$ cat config.mk
export PLATFORM = sky130hd
export DESIGN_NAME = frm_irq_ctrl
export DESIGN_NICKNAME = d
export VERILOG_FILES = /design/src/rtl/frm_irq_pkg.sv /design/src/rtl/frm_state_tracker.sv /design/src/rtl/frm_event_flags.sv /design/src/rtl/frm_irq_summary.sv /design/src/rtl/frm_irq_ctrl.sv
export SDC_FILE = /design/constraint.sdc
export NUM_CORES = 1
export LEC_CHECK = 0
export BUFFER_PORTS_ARGS = -buffer_cell sky130_fd_sc_hd__buf_2
export CORE_ASPECT_RATIO = 1.1
export CORE_MARGIN = 4
export CORE_UTILIZATION = 38
export DETAILED_ROUTE_END_ITERATION = 12
export HOLD_SLACK_MARGIN = 0.06
export MAX_ROUTING_LAYER = met4
export PLACE_DENSITY = 0.87
export RECOVER_POWER = 50
export SETUP_SLACK_MARGIN = 0.5
export SLEW_MARGIN = 20
export SYNTH_ARGS = -nofsm -noshare
export SYNTH_HDL_FRONTEND = slang
export SYNTH_SLANG_ARGS = --single-unit
$ cat constraint.sdc
create_clock -name clk -period 1.8 [get_ports clk]
set_input_delay 0.36 -clock clk [delete_from_list [all_inputs] [get_ports clk]]
set_output_delay 0.36 -clock clk [all_outputs]
set_load 0.01 [all_outputs]
$ cat src/rtl/frm_irq_pkg.sv
package frm_irq_pkg;
  typedef enum logic [1:0] {
    FS_OOF = 2'd0,
    FS_UNF = 2'd1,
    FS_INF = 2'd2
  } frm_state_e;

  localparam int NUM_CHG   = 2;
  localparam int CHG_LOF   = 0;
  localparam int CHG_OOF   = 1;
  localparam int NUM_PEER  = 6;
  localparam int SUM_W     = 8;
  localparam int SUM_FRM   = 6;
  localparam int SUM_SEC   = 0;
endpackage

$ cat src/rtl/frm_state_tracker.sv
module frm_state_tracker
  import frm_irq_pkg::*;
(
  input  logic               clk,
  input  logic               rst_n,
  input  logic               evt_lost,
  input  logic               evt_acq,
  input  logic               evt_err,
  output logic               lof_o,
  output logic               oof_o,
  output logic [NUM_CHG-1:0] chg_o
);
  frm_state_e st_q, st_d;

  always_comb begin
    st_d = st_q;
    unique case (st_q)
      FS_OOF:  if (evt_lost) st_d = FS_UNF;
      FS_UNF:  if (evt_acq)  st_d = FS_INF;
      FS_INF:  if (evt_err)  st_d = FS_OOF;
      default: st_d = FS_OOF;
    endcase
  end

  always_ff @(posedge clk) begin
    if (!rst_n) st_q <= FS_OOF;
    else        st_q <= st_d;
  end

  // change events coincide with the edge that commits the new state
  always_comb begin
    chg_o = '0;
    chg_o[CHG_LOF] = (st_q == FS_OOF && st_d == FS_UNF) ||
                     (st_q == FS_UNF && st_d == FS_INF);
    chg_o[CHG_OOF] = (st_q == FS_UNF && st_d == FS_INF) ||
                     (st_q == FS_INF && st_d == FS_OOF);
  end

  assign lof_o = (st_q == FS_UNF);
  assign oof_o = (st_q != FS_INF);

  AST_LOF_NEEDS_OOF: assert property (@(posedge clk) disable iff (!rst_n)
    lof_o |-> oof_o);
  AST_INF_FROM_UNF: assert property (@(posedge clk) disable iff (!rst_n)
    $fell(oof_o) |-> $past(lof_o));
  AST_UNF_FROM_OOF: assert property (@(posedge clk) disable iff (!rst_n)
    $rose(lof_o) |-> ($past(oof_o) && !$past(lof_o)));
endmodule

$ cat src/rtl/frm_event_flags.sv
module frm_event_flags #(
  parameter int N = 2
) (
  input  logic         clk,
  input  logic         rst_n,
  input  logic [N-1:0] set_i,
  input  logic [N-1:0] clr_i,
  input  logic [N-1:0] en_i,
  output logic [N-1:0] flag_o,
  output logic         req_o
);
  for (genvar i = 0; i < N; i++) begin : g_flag
    logic f_q;
    always_ff @(posedge clk) begin
      if (!rst_n)        f_q <= 1'b0;
      else if (set_i[i]) f_q <= 1'b1;
      else if (clr_i[i]) f_q <= 1'b0;
    end
    assign flag_o[i] = f_q;

    AST_SET_WINS: assert property (@(posedge clk) disable iff (!rst_n)
      set_i[i] |=> flag_o[i]);
    AST_READ_CLEARS: assert property (@(posedge clk) disable iff (!rst_n)
      (clr_i[i] && !set_i[i]) |=> !flag_o[i]);
  end

  assign req_o = |(flag_o & en_i);
endmodule

$ cat src/rtl/frm_irq_summary.sv
module frm_irq_summary
  import frm_irq_pkg::*;
(
  input  logic                clk,
  input  logic                rst_n,
  input  logic [NUM_PEER-1:0] peer_req,
  input  logic                frm_req,
  input  logic                sec_req,
  output logic [SUM_W-1:0]    sum_o,
  output logic                irq_o
);
  // peer lines fill the summary slots left free by the framing and tick bits
  localparam int PEER_POS [NUM_PEER] = '{1, 2, 3, 4, 5, 7};

  always_comb begin
    sum_o = '0;
    for (int k = 0; k < NUM_PEER; k++) sum_o[PEER_POS[k]] = peer_req[k];
    sum_o[SUM_FRM] = frm_req;
    sum_o[SUM_SEC] = sec_req;
  end

  always_ff @(posedge clk) begin
    if (!rst_n) irq_o <= 1'b0;
    else        irq_o <= |sum_o;
  end

  AST_IRQ_FOLLOWS: assert property (@(posedge clk) disable iff (!rst_n)
    (frm_req || sec_req) |=> irq_o);
  AST_IRQ_RELEASES: assert property (@(posedge clk) disable iff (!rst_n)
    (!frm_req && !sec_req && peer_req == '0) |=> !irq_o);
endmodule

$ cat src/rtl/frm_irq_ctrl.sv
module frm_irq_ctrl
  import frm_irq_pkg::*;
#(
  parameter int          ADDR_W = 8,
  parameter int          DATA_W = 8,
  parameter logic [7:0]  A_SUM  = 8'h05,
  parameter logic [7:0]  A_CFG  = 8'h44,
  parameter logic [7:0]  A_STAT = 8'h46,
  parameter logic [7:0]  A_EN   = 8'h47
) (
  input  logic                clk,
  input  logic                rst_n,
  input  logic                evt_lof_timeout,
  input  logic                evt_frame_acq,
  input  logic                evt_frame_err,
  input  logic                sec_tick,
  input  logic [NUM_PEER-1:0] peer_req,
  input  logic [ADDR_W-1:0]   bus_addr,
  input  logic                bus_rd,
  input  logic                bus_wr,
  input  logic [DATA_W-1:0]   bus_wdata,
  output logic [DATA_W-1:0]   bus_rdata,
  output logic                lof_pin,
  output logic                oof_pin,
  output logic                irq
);
  localparam logic [ADDR_W-1:0] SUM_A  = ADDR_W'(A_SUM);
  localparam logic [ADDR_W-1:0] CFG_A  = ADDR_W'(A_CFG);
  localparam logic [ADDR_W-1:0] STAT_A = ADDR_W'(A_STAT);
  localparam logic [ADDR_W-1:0] EN_A   = ADDR_W'(A_EN);

  logic [NUM_CHG-1:0] chg, flags, en_q;
  logic               frm_req, sec_flag, sec_req;
  logic [SUM_W-1:0]   sum;
  logic               rd_sum, rd_stat, wr_en;
  logic               unused_wdata_hi;

  assign rd_sum  = bus_rd && (bus_addr == SUM_A);
  assign rd_stat = bus_rd && (bus_addr == STAT_A);
  assign wr_en   = bus_wr && (bus_addr == EN_A);
  assign unused_wdata_hi = ^bus_wdata[DATA_W-1:NUM_CHG];

  frm_state_tracker u_state (
    .clk      (clk),
    .rst_n    (rst_n),
    .evt_lost (evt_lof_timeout),
    .evt_acq  (evt_frame_acq),
    .evt_err  (evt_frame_err),
    .lof_o    (lof_pin),
    .oof_o    (oof_pin),
    .chg_o    (chg)
  );

  always_ff @(posedge clk) begin
    if (!rst_n)     en_q <= '0;
    else if (wr_en) en_q <= bus_wdata[NUM_CHG-1:0];
  end

  frm_event_flags #(.N(NUM_CHG)) u_chg_flags (
    .clk    (clk),
    .rst_n  (rst_n),
    .set_i  (chg),
    .clr_i  ({NUM_CHG{rd_stat}} & flags),
    .en_i   (en_q),
    .flag_o (flags),
    .req_o  (frm_req)
  );

  frm_event_flags #(.N(1)) u_sec_flag (
    .clk    (clk),
    .rst_n  (rst_n),
    .set_i  (sec_tick),
    .clr_i  (rd_sum && sec_flag),
    .en_i   (1'b1),
    .flag_o (sec_flag),
    .req_o  (sec_req)
  );

  frm_irq_summary u_sum (
    .clk      (clk),
    .rst_n    (rst_n),
    .peer_req (peer_req),
    .frm_req  (frm_req),
    .sec_req  (sec_req),
    .sum_o    (sum),
    .irq_o    (irq)
  );

  always_comb begin
    bus_rdata = '0;
    if (bus_rd) begin
      if (bus_addr == SUM_A)       bus_rdata = DATA_W'(sum);
      else if (bus_addr == STAT_A) bus_rdata[NUM_CHG-1:0] = flags;
      else if (bus_addr == EN_A)   bus_rdata[NUM_CHG-1:0] = en_q;
      else if (bus_addr == CFG_A) begin
        bus_rdata[2] = oof_pin;
        bus_rdata[1] = lof_pin;
      end
    end
  end

  AST_RO_WRITE_IGNORED: assert property (@(posedge clk) disable iff (!rst_n)
    (bus_wr && bus_addr != EN_A) |=> $stable(en_q));
  AST_MASKED_QUIET: assert property (@(posedge clk) disable iff (!rst_n)
    (en_q == '0) |-> !sum[SUM_FRM]);
endmodule

==> metrics.cfg, run 1 <==
[yosys]
synth-xor-area-share = 0
synth_top_cell_area_share = 0.2864
synthArstFlopShare = 0
synth_nets = 96
yosys_most_used_dff = dfxtp_1
yosysMostFrequentCell = nand2_1
yosysTopAreaCell = dfxtp_1
synth_edf_count = 0
synth_common_cells = nand2_1 (11), dfxtp_1 (8), and2_1 (4)
synth-seq-area-share = 0.2864
yosysWarnings = 0
synth-compound-area-share = 0.1544
yosys-mux-area-fraction = 0.09396
synthAdderAreaFrac = 0
synth_simple_gate_area_frac = 0.4049
synth-seq-cells = 8
synth_cells = 66
syn_area_per_cell_um2 = 8.474
synth_top_family_by_area = simple AND/OR/NAND/NOR gates
synth.area.top_cells = dfxtp_1 (29%), nor4_4 (7.6%), nand2_1 (7.4%)
ys_types = 29
syn_area_um2 = 559.3

[die]
die-height_um = 48.24
initial_core_util = 0.4042
row_count = 14
die_w_um = 44.58
ioPinCount = 41
core_um2 = 1384
dieArea_um2 = 2150

[detailed_routing]
antenna_left = 0
via_count = 697
route.met2.wl_mm = 1.064
met3_length_um = 141
firstDrtPassIters = 4
drtIter0Drc = 12
drc = 0
drt-wirelength-per-cell_um = 15.37
vias_per_cell = 5.532
m1WireLength_um = 724
wirelength_mm = 1.937
top_layer_used = met4

[timing]
finalHoldViolations = 0
fin_worst_skew_ns = 0.001361
finalCriticalPeriod_ns = 1.833
tightestPinTransition_ns = 0.3438
relSlewSlack = 0.7708
finalMaxSlewViolations = 0
max_freq_ghz = 0.5455
period_share = 1.018
fin_ws_ns = -0.03313
rsz0062_at_grt = true
setup_viol = 3

[clock_tree]
clkSinkCount = 8
cts.clk_slew.worst_paths_ns = 0.06
root_buffer = clkbuf_4
ctsHoldBuffers = 0
cts_made_buffers = 3
cts_buffer_depth = 2
tritoncts = yes
htree_levels = 1
clk_latency_ns = 0.25

[critical_path]
end_kind = primary output
cp-start-kind = flop
crit_type = flop to primary output
rrSetupSlack_ns = 0.72
regToRegEndpoint = u_state.st_q[1]
crit_start = u_state.st_q[1]
r2r_cells = 4
critPathArrivalTime_ns = 1.47
cp_max_fo = 5
crit_required_ns = 1.44
reg2reg_from = u_state.st_q[1]

[final_layout]
antennaDiodeCount = 0
area.growth.synth_to_final_pct = 66.89
nets = 142
final_layout_size_suffix_gt1_frac = 0.5636
final_area_um2 = 933.4

[hold_path]
timing.hold.worst_endpoint = u_sec_flag.flag_o
min_from = sec_tick
hold_class = input port to flop
hold_depth = 3

[place]
portBuffers = 34
gp_congestion = 0.8486
dp_hpwl_mm = 1.388
placed_area_um2 = 778.2

[grt]
grt_pass1_wl_mm = 2.911
antenna_found_initial = 0
grt-ovfl-total = 0
grt_pass1_vias = 712
grt_max_degree = 12
grt.total_usage = 0.1931

[power_and_ir_drop]
peakVddDrop_mv = 0.3517
powerDensity_nw_per_um2 = 496.1
power_uw = 463.0
power_leakage_uw = 0.0004230

[outcome]
status = finished, violations left
violations = negative setup slack

[flow_run]
cap_violations = 0

-- power breakdown --
part | switching [µW] | leakage, µW | internal (µW) | total, µW
Clock | 62.4 | 0.0000138 | 76.4 | 139
Sequential | 9.26 | 0.0000663 | 189 | 199
Combinational | 61.5 | 0.000343 | 64.1 | 126
-- cell families after synthesis --
kind of cell | after synthesis
multiplexers | 5
AND/OR/NAND/NOR | 36
AO/OA/AOI/OAI | 11
flip-flops | 8
buffers and inverters | 6
-- final cells by class --
type / count / area (µm²)
inverter: 3 / 11.26
clock buffer: 3 / 22.52
tap: 16 / 20.02
fill: 106 / 450.4
multi-input combinational: 52 / 429.2
sequential: 8 / 161.4
timing repair buffer: 44 / 289.0
-- how the worst max path moves through the flow --
stage                     slack (ns)      endpoint
after floorplan                 0.05  bus_rdata[1]
after global placement         -0.08  bus_rdata[0]
after detailed placement       -0.12  bus_rdata[2]
after CTS                     -0.004  bus_rdata[2]
after global routing           -0.09  bus_rdata[7]
final                          -0.03  bus_rdata[2]
-- stage by stage --
stage	std cells	hold WS, ns	worst slack, ns	utilization	setup TNS (ns)
5_1_grt	126	0.3352	-0.08938	0.6745	-0.5035
4_1_cts	124	0.3082	-0.003904	0.6537	-0.006429
2_1_floorplan	66	0.4440	0.04760	-	0
6_report	126	0.3282	-0.03313	0.6745	-0.04707
3_3_place_gp	118	0.4619	-0.07903	0.5624	-0.3049
3_5_place_dp	118	0.4719	-0.1159	0.5624	-0.6388
-- repair_timing --
action | 4_1_cts | 5_1_grt
buffers inserted | 3 | 2
gates resized for setup | 16 | 5
endpoints found under the setup margin | 12 | 13
pin swaps | 11 | 6
-- layer usage --
metal	vias to the layer above	track usage
li1	332	-
met3	2	0.02952
met2	28	0.3811
met5	-	-
met4	0	0.09036
met1	335	0.1836
-- critical path: stages, from the launching register on --
cell and delay (ns):
dfxtp_1 0.37, nand2b_2 0.14, nand3b_1 0.16, a2111oi_4 0.37
buf_2 0.18
-- layout by cell type, fill, tap and decap left out --
cell type  instances
a2111oi_4          1
a22o_1             2
a22oi_1            1
a31oi_1            1
a32o_2             1
and2_1             3
and2_4             1
buf_2             27
buf_4              8
buf_6              8
clkbuf_1           1
clkbuf_4           3
dfxtp_1            7
dfxtp_2            1
inv_1              3
mux2_2             2
mux2i_1            3
nand2_1           11
nand2b_1           2
nand2b_2           2
nand3_1            1
nand3b_1           2
nor2_1             3
nor2b_4            2
nor3_1             1
nor3_2             2
nor3b_1            1
nor4_1             1
nor4_4             3
o21ai_0            1
o22a_1             1
o22ai_1            2
o2bb2ai_1          1
or3_4              1
-- state kept, by name (all words and copies together) (netlist names) --
register                cells
u_chg_flags.g_flag.f_q      2
u_state.st_q                2
u_sum.irq_o                 1
u_sec_flag.flag_o           1
en_q                        2
Note: power is estimated with default switching activity, not from simulation.
==> run 2, diff against run 1 <==
Settings changed: CORE_MARGIN 4 to 5, SKIP_LAST_GASP set to 1.
==> run 2 against run 1 <==
  * Fmax up 1.9%
  * Largest cell class unchanged
  * Clock skew is 0.0082 ns higher
  * Largest power group unchanged
  * The run now ends clean
  * Final area decreased by 2.1%
  * Hold slack lost 0.029 ns
  * Sequential share of layout area grew 0.79 points
  * Combinational power decreased by 9%
  * Via count decreased by 3.0%
==> metrics.cfg, run 2 (same netlist as run 1, synthesis figures left out) <==
[critical_path]
critPathSlowestCell = or3_4
cp_max_fo = 5
cp-start-kind = input port
crit_path_max_incr_delay_ns = 0.40
crit_type = input port to primary output
end_kind = primary output
cp_cell_sequence = buf_6 > or3_4 > buf_6 > a2111oi_4 > buf_2
crit_path_frequent_cell = buf_6
critPathArrivalTime_ns = 1.44
crit_required_ns = 1.44

[detailed_routing]
via_count = 676
drtIter0Drc = 10
wirelength_mm = 1.847
drt-wirelength-per-cell_um = 14.66
antenna_left = 0
drc = 0
vias_per_cell = 5.365
firstDrtPassIters = 4

[die]
ioPinCount = 41
die-height_um = 50.24
initial_core_util = 0.4042
dieArea_um2 = 2340
die_w_um = 46.58
row_count = 14
core_um2 = 1384

[power_and_ir_drop]
pwr-share-clk = 0.302
powerDensity_nw_per_um2 = 494.7
p_seq_frac = 0.444
peakVddDrop_mv = 0.3750
switching_share = 0.2789
internal_power_uw = 325.8
power_frac_comb = 0.254
power_leakage_uw = 0.0004175
switchingPower_uw = 126.0
power_uw = 451.8

[clock_tree]
root_buffer = clkbuf_4
cts_made_buffers = 3
tritoncts = yes
clkSinkCount = 8
cts_buffer_depth = 2
clk_latency_ns = 0.26
htree_levels = 1
cts.clk_slew.worst_paths_ns = 0.06

[place]
dp_cells = 119
placed_area_um2 = 785.8
gp_congestion = 0.7853
portBuffers = 34
dp_hpwl_mm = 1.342

[hold_path]
hold_class = input port to flop

[final_layout]
area.growth.synth_to_final_pct = 63.31
fillCellCount = 122
final_cell_mix = buf_2 (28), nand2_1 (11), buf_4 (9)
final_area_um2 = 913.4
antennaDiodeCount = 0
final_layout_size_suffix_gt1_frac = 0.5727
final_common_cell = buf_2
top_regs = en_q x2, u_chg_flags.g_flag.f_q x2, u_state.st_q x2
final_cells = 126
nets = 142

[timing]
setup_viol = 0
finalMaxSlewViolations = 0
rsz0062_at_grt = true
setup_tns_ns = 0
fin_worst_skew_ns = 0.009604
relSlewSlack = 0.7206
finalCriticalPeriod_ns = 1.798
max_freq_ghz = 0.5561
period_share = 0.9990
tightestPinTransition_ns = 0.4153
finalHoldViolations = 0

[grt]
grt_max_degree = 12
grt.total_usage = 0.1763
antenna_found_initial = 0
grt-ovfl-total = 0
grt_pass1_vias = 701
grt_pass1_wl_mm = 2.932

[flow_run]
cap_violations = 0

[outcome]
status = complete, no violations

[run 2: changes by cell type in the layout (fill, tap and decap cells not counted), sizes merged]
| cell | change |
|---|---|
| buf | -1 |
| clkbuf | +1 |
[run 2: layout make-up]
type                    instances  area (µm²)  area share
well taps                      16       20.02     0.02192
flip-flops and latches          8       165.2      0.1808
repair buffers                 44       271.5      0.2973
clock buffers                   3       22.52     0.02466
multi-input cells              52       422.9      0.4630
inverters                       3       11.26     0.01233
[run 2: layer usage]
metal | global-route usage | vias up | wire length, µm
li1 | - | 329 | -
met1 | 0.1688 | 311 | 668
met2 | 0.3303 | 29 | 968
met3 | 0.02857 | 7 | 166
met4 | 0.07109 | 0 | 43
met5 | - | - | 0
[run 2: metrics by stage]
step	hold slack, ns	utilization	setup slack (ns)
CTS	0.2954	0.6510	0.01818
global placement	0.4622	0.5678	-0.07946
finish	0.2992	0.6600	0.001847
global route	0.3233	0.6600	-0.03115
detailed placement	0.4706	0.5678	-0.09814
floorplan	0.4440	-	0.04760
[run 2: final timing paths]
check | from | endpoint | slack, ns | cells after the start
min | sec_tick | u_sec_flag.flag_o | 0.30 | 3
max reg2reg | u_state.st_q[0] | u_chg_flags.g_flag[1].f_q | 0.86 | 4
max | bus_addr[4] | bus_rdata[2] | 0.002 | 5
min reg2reg | en_q[0] | en_q[0] | 0.47 | 2
[run 2: power groups by stage]
| stage | registers (µW) | logic (µW) | clock network [µW] |
|---|---|---|---|
| floorplan | 200 | 51.8 | 0 |
| global placement | 201 | 94.2 | 0 |
| detailed placement | 202 | 98.2 | 0 |
| CTS | 200 | 112 | 140 |
| global route | 202 | 125 | 150 |
| finish | 201 | 115 | 136 |
[run 2: worst max-delay path: cells and delay by family]
kind,cells,cell delay [ns]
buf+inv,3,0.42
simple gates,1,0.40
compound gates,1,0.26
[run 2: repair_timing]
item                       in CTS  in global routing
pin swaps                      12                  4
hold buffers                    0                  0
setup endpoints to repair      12                 13
gates resized for setup        15                  3
setup buffers                   3                  1
==> run 3, diff against run 2 <==
Settings changed: PLACE_DENSITY 0.87 to not set, PLACE_DENSITY_LB_ADDON set to 0.1.
==> run 3 against run 2 <==
  * The flow now finishes with violations (negative setup slack)
  * First-iteration DRC count down 30%
  * Fmax down 2.4%
  * Register-to-register slack about the same
  * Total power down 2.9%
  * Setup slack worse by 0.045 ns
  * Clock skew down 0.0058 ns
  * Final area up 1.6%
  * Utilization up 1.1 points
  * Sequential cell count unchanged
  * Hold slack better by 0.019 ns
  * Routed wire length down 11%
  * Critical path type unchanged
  * Largest cell class unchanged
==> metrics.cfg, run 3 (same netlist as run 1, synthesis figures left out) <==
[outcome]
status = finished, violations left
violations = negative setup slack

[clock_tree]
htree_levels = 1
clk_latency_ns = 0.24
clkSinkCount = 8
cts.clk_slew.worst_paths_ns = 0.05
tritoncts = yes
cts_buffer_depth = 2
root_buffer = clkbuf_4
cts_made_buffers = 3

[place]
dp_slack_ns = -0.07554
gp_congestion = 0.8454
dp_hpwl_mm = 1.277
portBuffers = 34

[final_layout]
multi_input_area_um2 = 431.7
final_core_util = 0.6709
final_common_cell = buf_2
final_cell_mix = buf_2 (25), nand2_1 (11), buf_6 (9)
antennaDiodeCount = 0
ff_latch_area_um2 = 163.9
area.growth.synth_to_final_pct = 66.00
fillCellCount = 117
top_regs = en_q x2, u_chg_flags.g_flag.f_q x2, u_state.st_q x2
final_layout_size_suffix_gt1_frac = 0.5648
nets = 140

[hold_path]
min_from = sec_tick
timing.hold.worst_endpoint = u_sec_flag.flag_o
hold_depth = 3
hold_class = input port to flop

[detailed_routing]
firstDrtPassIters = 4
drc = 0
via_count = 631
route.met2.wl_um = 883
top_layer_used = met4
m1WireLength_um = 638
wirelength_mm = 1.649
antenna_left = 0
vias_per_cell = 5.089
drt-wirelength-per-cell_um = 13.30
met3_length_um = 122
drtIter0Drc = 7

[critical_path]
cp-start-kind = input port
rrSetupSlack_ns = 0.87
crit_type = input port to primary output
crit_path_max_incr_delay_ns = 0.40
cp_cell_sequence = buf_6 > or3_4 > nor4_4 > buf_6 > a22o_1 > buf_2
crit_path_frequent_cell = buf_6
r2r_cells = 3
critPathSlowestCell = or3_4
end_kind = primary output
regToRegEndpoint = u_chg_flags.g_flag[1].f_q
crit_required_ns = 1.44
critPathArrivalTime_ns = 1.48
cp_max_fo = 8
reg2reg_from = u_state.st_q[1]

[die]
core_um2 = 1384
initial_core_util = 0.4042
die-height_um = 50.24
dieArea_um2 = 2340
die_w_um = 46.58
ioPinCount = 41
row_count = 14

[power_and_ir_drop]
powerDensity_nw_per_um2 = 472.5
power_leakage_uw = 0.0004145
peakVddDrop_mv = 0.3009
power_uw = 438.7

[timing]
finalHoldViolations = 0
rsz0062_at_grt = true
hold_ws_ns = 0.3181
finalMaxSlewViolations = 0
setup_viol = 8
period_share = 1.024
max_freq_ghz = 0.5426
fin_ws_ns = -0.04294
finalCriticalPeriod_ns = 1.843
setup_tns_ns = -0.2649
fin_worst_skew_ns = 0.003773
relSlewSlack = 0.7613
tightestPinTransition_ns = 0.3581

[grt]
grt-ovfl-total = 0
grt_max_degree = 12
grt.total_usage = 0.1456
grt_pass1_vias = 599
antenna_found_initial = 0
grt_pass1_wl_mm = 2.511

[flow_run]
cap_violations = 0

run 3: changes by cell type in the layout (fill, tap and decap cells not counted), moves of 3 or more:
cell | before | now
buf_6 | 5 | 9
dfxtp_2 | 4 | 0
and2_1 | 3 | 0
and2_4 | 1 | 4
buf_2 | 28 | 25
buf_4 | 9 | 6
dfxtp_1 | 4 | 7
run 3: metrics by stage:
| step | std cells | instance area (µm²) |
|---|---|---|
| 2_1_floorplan | 66 | 573.1 |
| 3_3_place_gp | 120 | 793.3 |
| 3_5_place_dp | 120 | 793.3 |
| 4_1_cts | 124 | 874.6 |
| 5_1_grt | 124 | 928.4 |
| 6_report | 124 | 928.4 |
run 3: worst max path at each step:
| stage | start | endpoint | slack [ns] | cells past startpoint |
|---|---|---|---|---|
| floorplan | bus_addr[3] | bus_rdata[1] | 0.05 | 4 |
| detailed placement | bus_addr[3] | bus_rdata[2] | -0.08 | 5 |
| CTS | bus_addr[4] | bus_rdata[1] | -0.05 | 6 |
| global route | bus_addr[4] | bus_rdata[1] | -0.11 | 6 |
| global placement | bus_addr[3] | bus_rdata[2] | -0.08 | 5 |
| finish | bus_addr[4] | bus_rdata[1] | -0.04 | 6 |
run 3: what timing repair did:
item                       CTS  global route
buffers inserted             1             0
pin swaps                    7             1
hold buffers                 0             0
gates resized for setup     12            12
setup endpoints to repair   12            14
run 3: per-layer routing:
metal,vias to the layer above,GRT usage
met5,-,-
met4,0,0.02844
met3,2,0.03214
met2,22,0.2523
met1,283,0.1670
li1,324,-
run 3: area by class of cell:
cell class / count / share of cell area
clock buffers: 3 / 0.02426
well taps: 16 / 0.02156
repair buffers: 42 / 0.3005
multi-input cells: 52 / 0.4650
inverters: 3 / 0.01213
flip-flops and latches: 8 / 0.1765
run 3: power by group:
group	switching [µW]	leakage (µW)	internal, µW
combinational	52.7	0.000334	55.1
sequential	10.7	0.0000667	189
clock	55.2	0.0000138	75.9
run 3: critical path: cells and delay by family:
kind	cells	cell delay (ns)
and+or+nand+nor	2	0.62
AOI/OAI and AO/OA	1	0.12
buffers and inverters	3	0.37
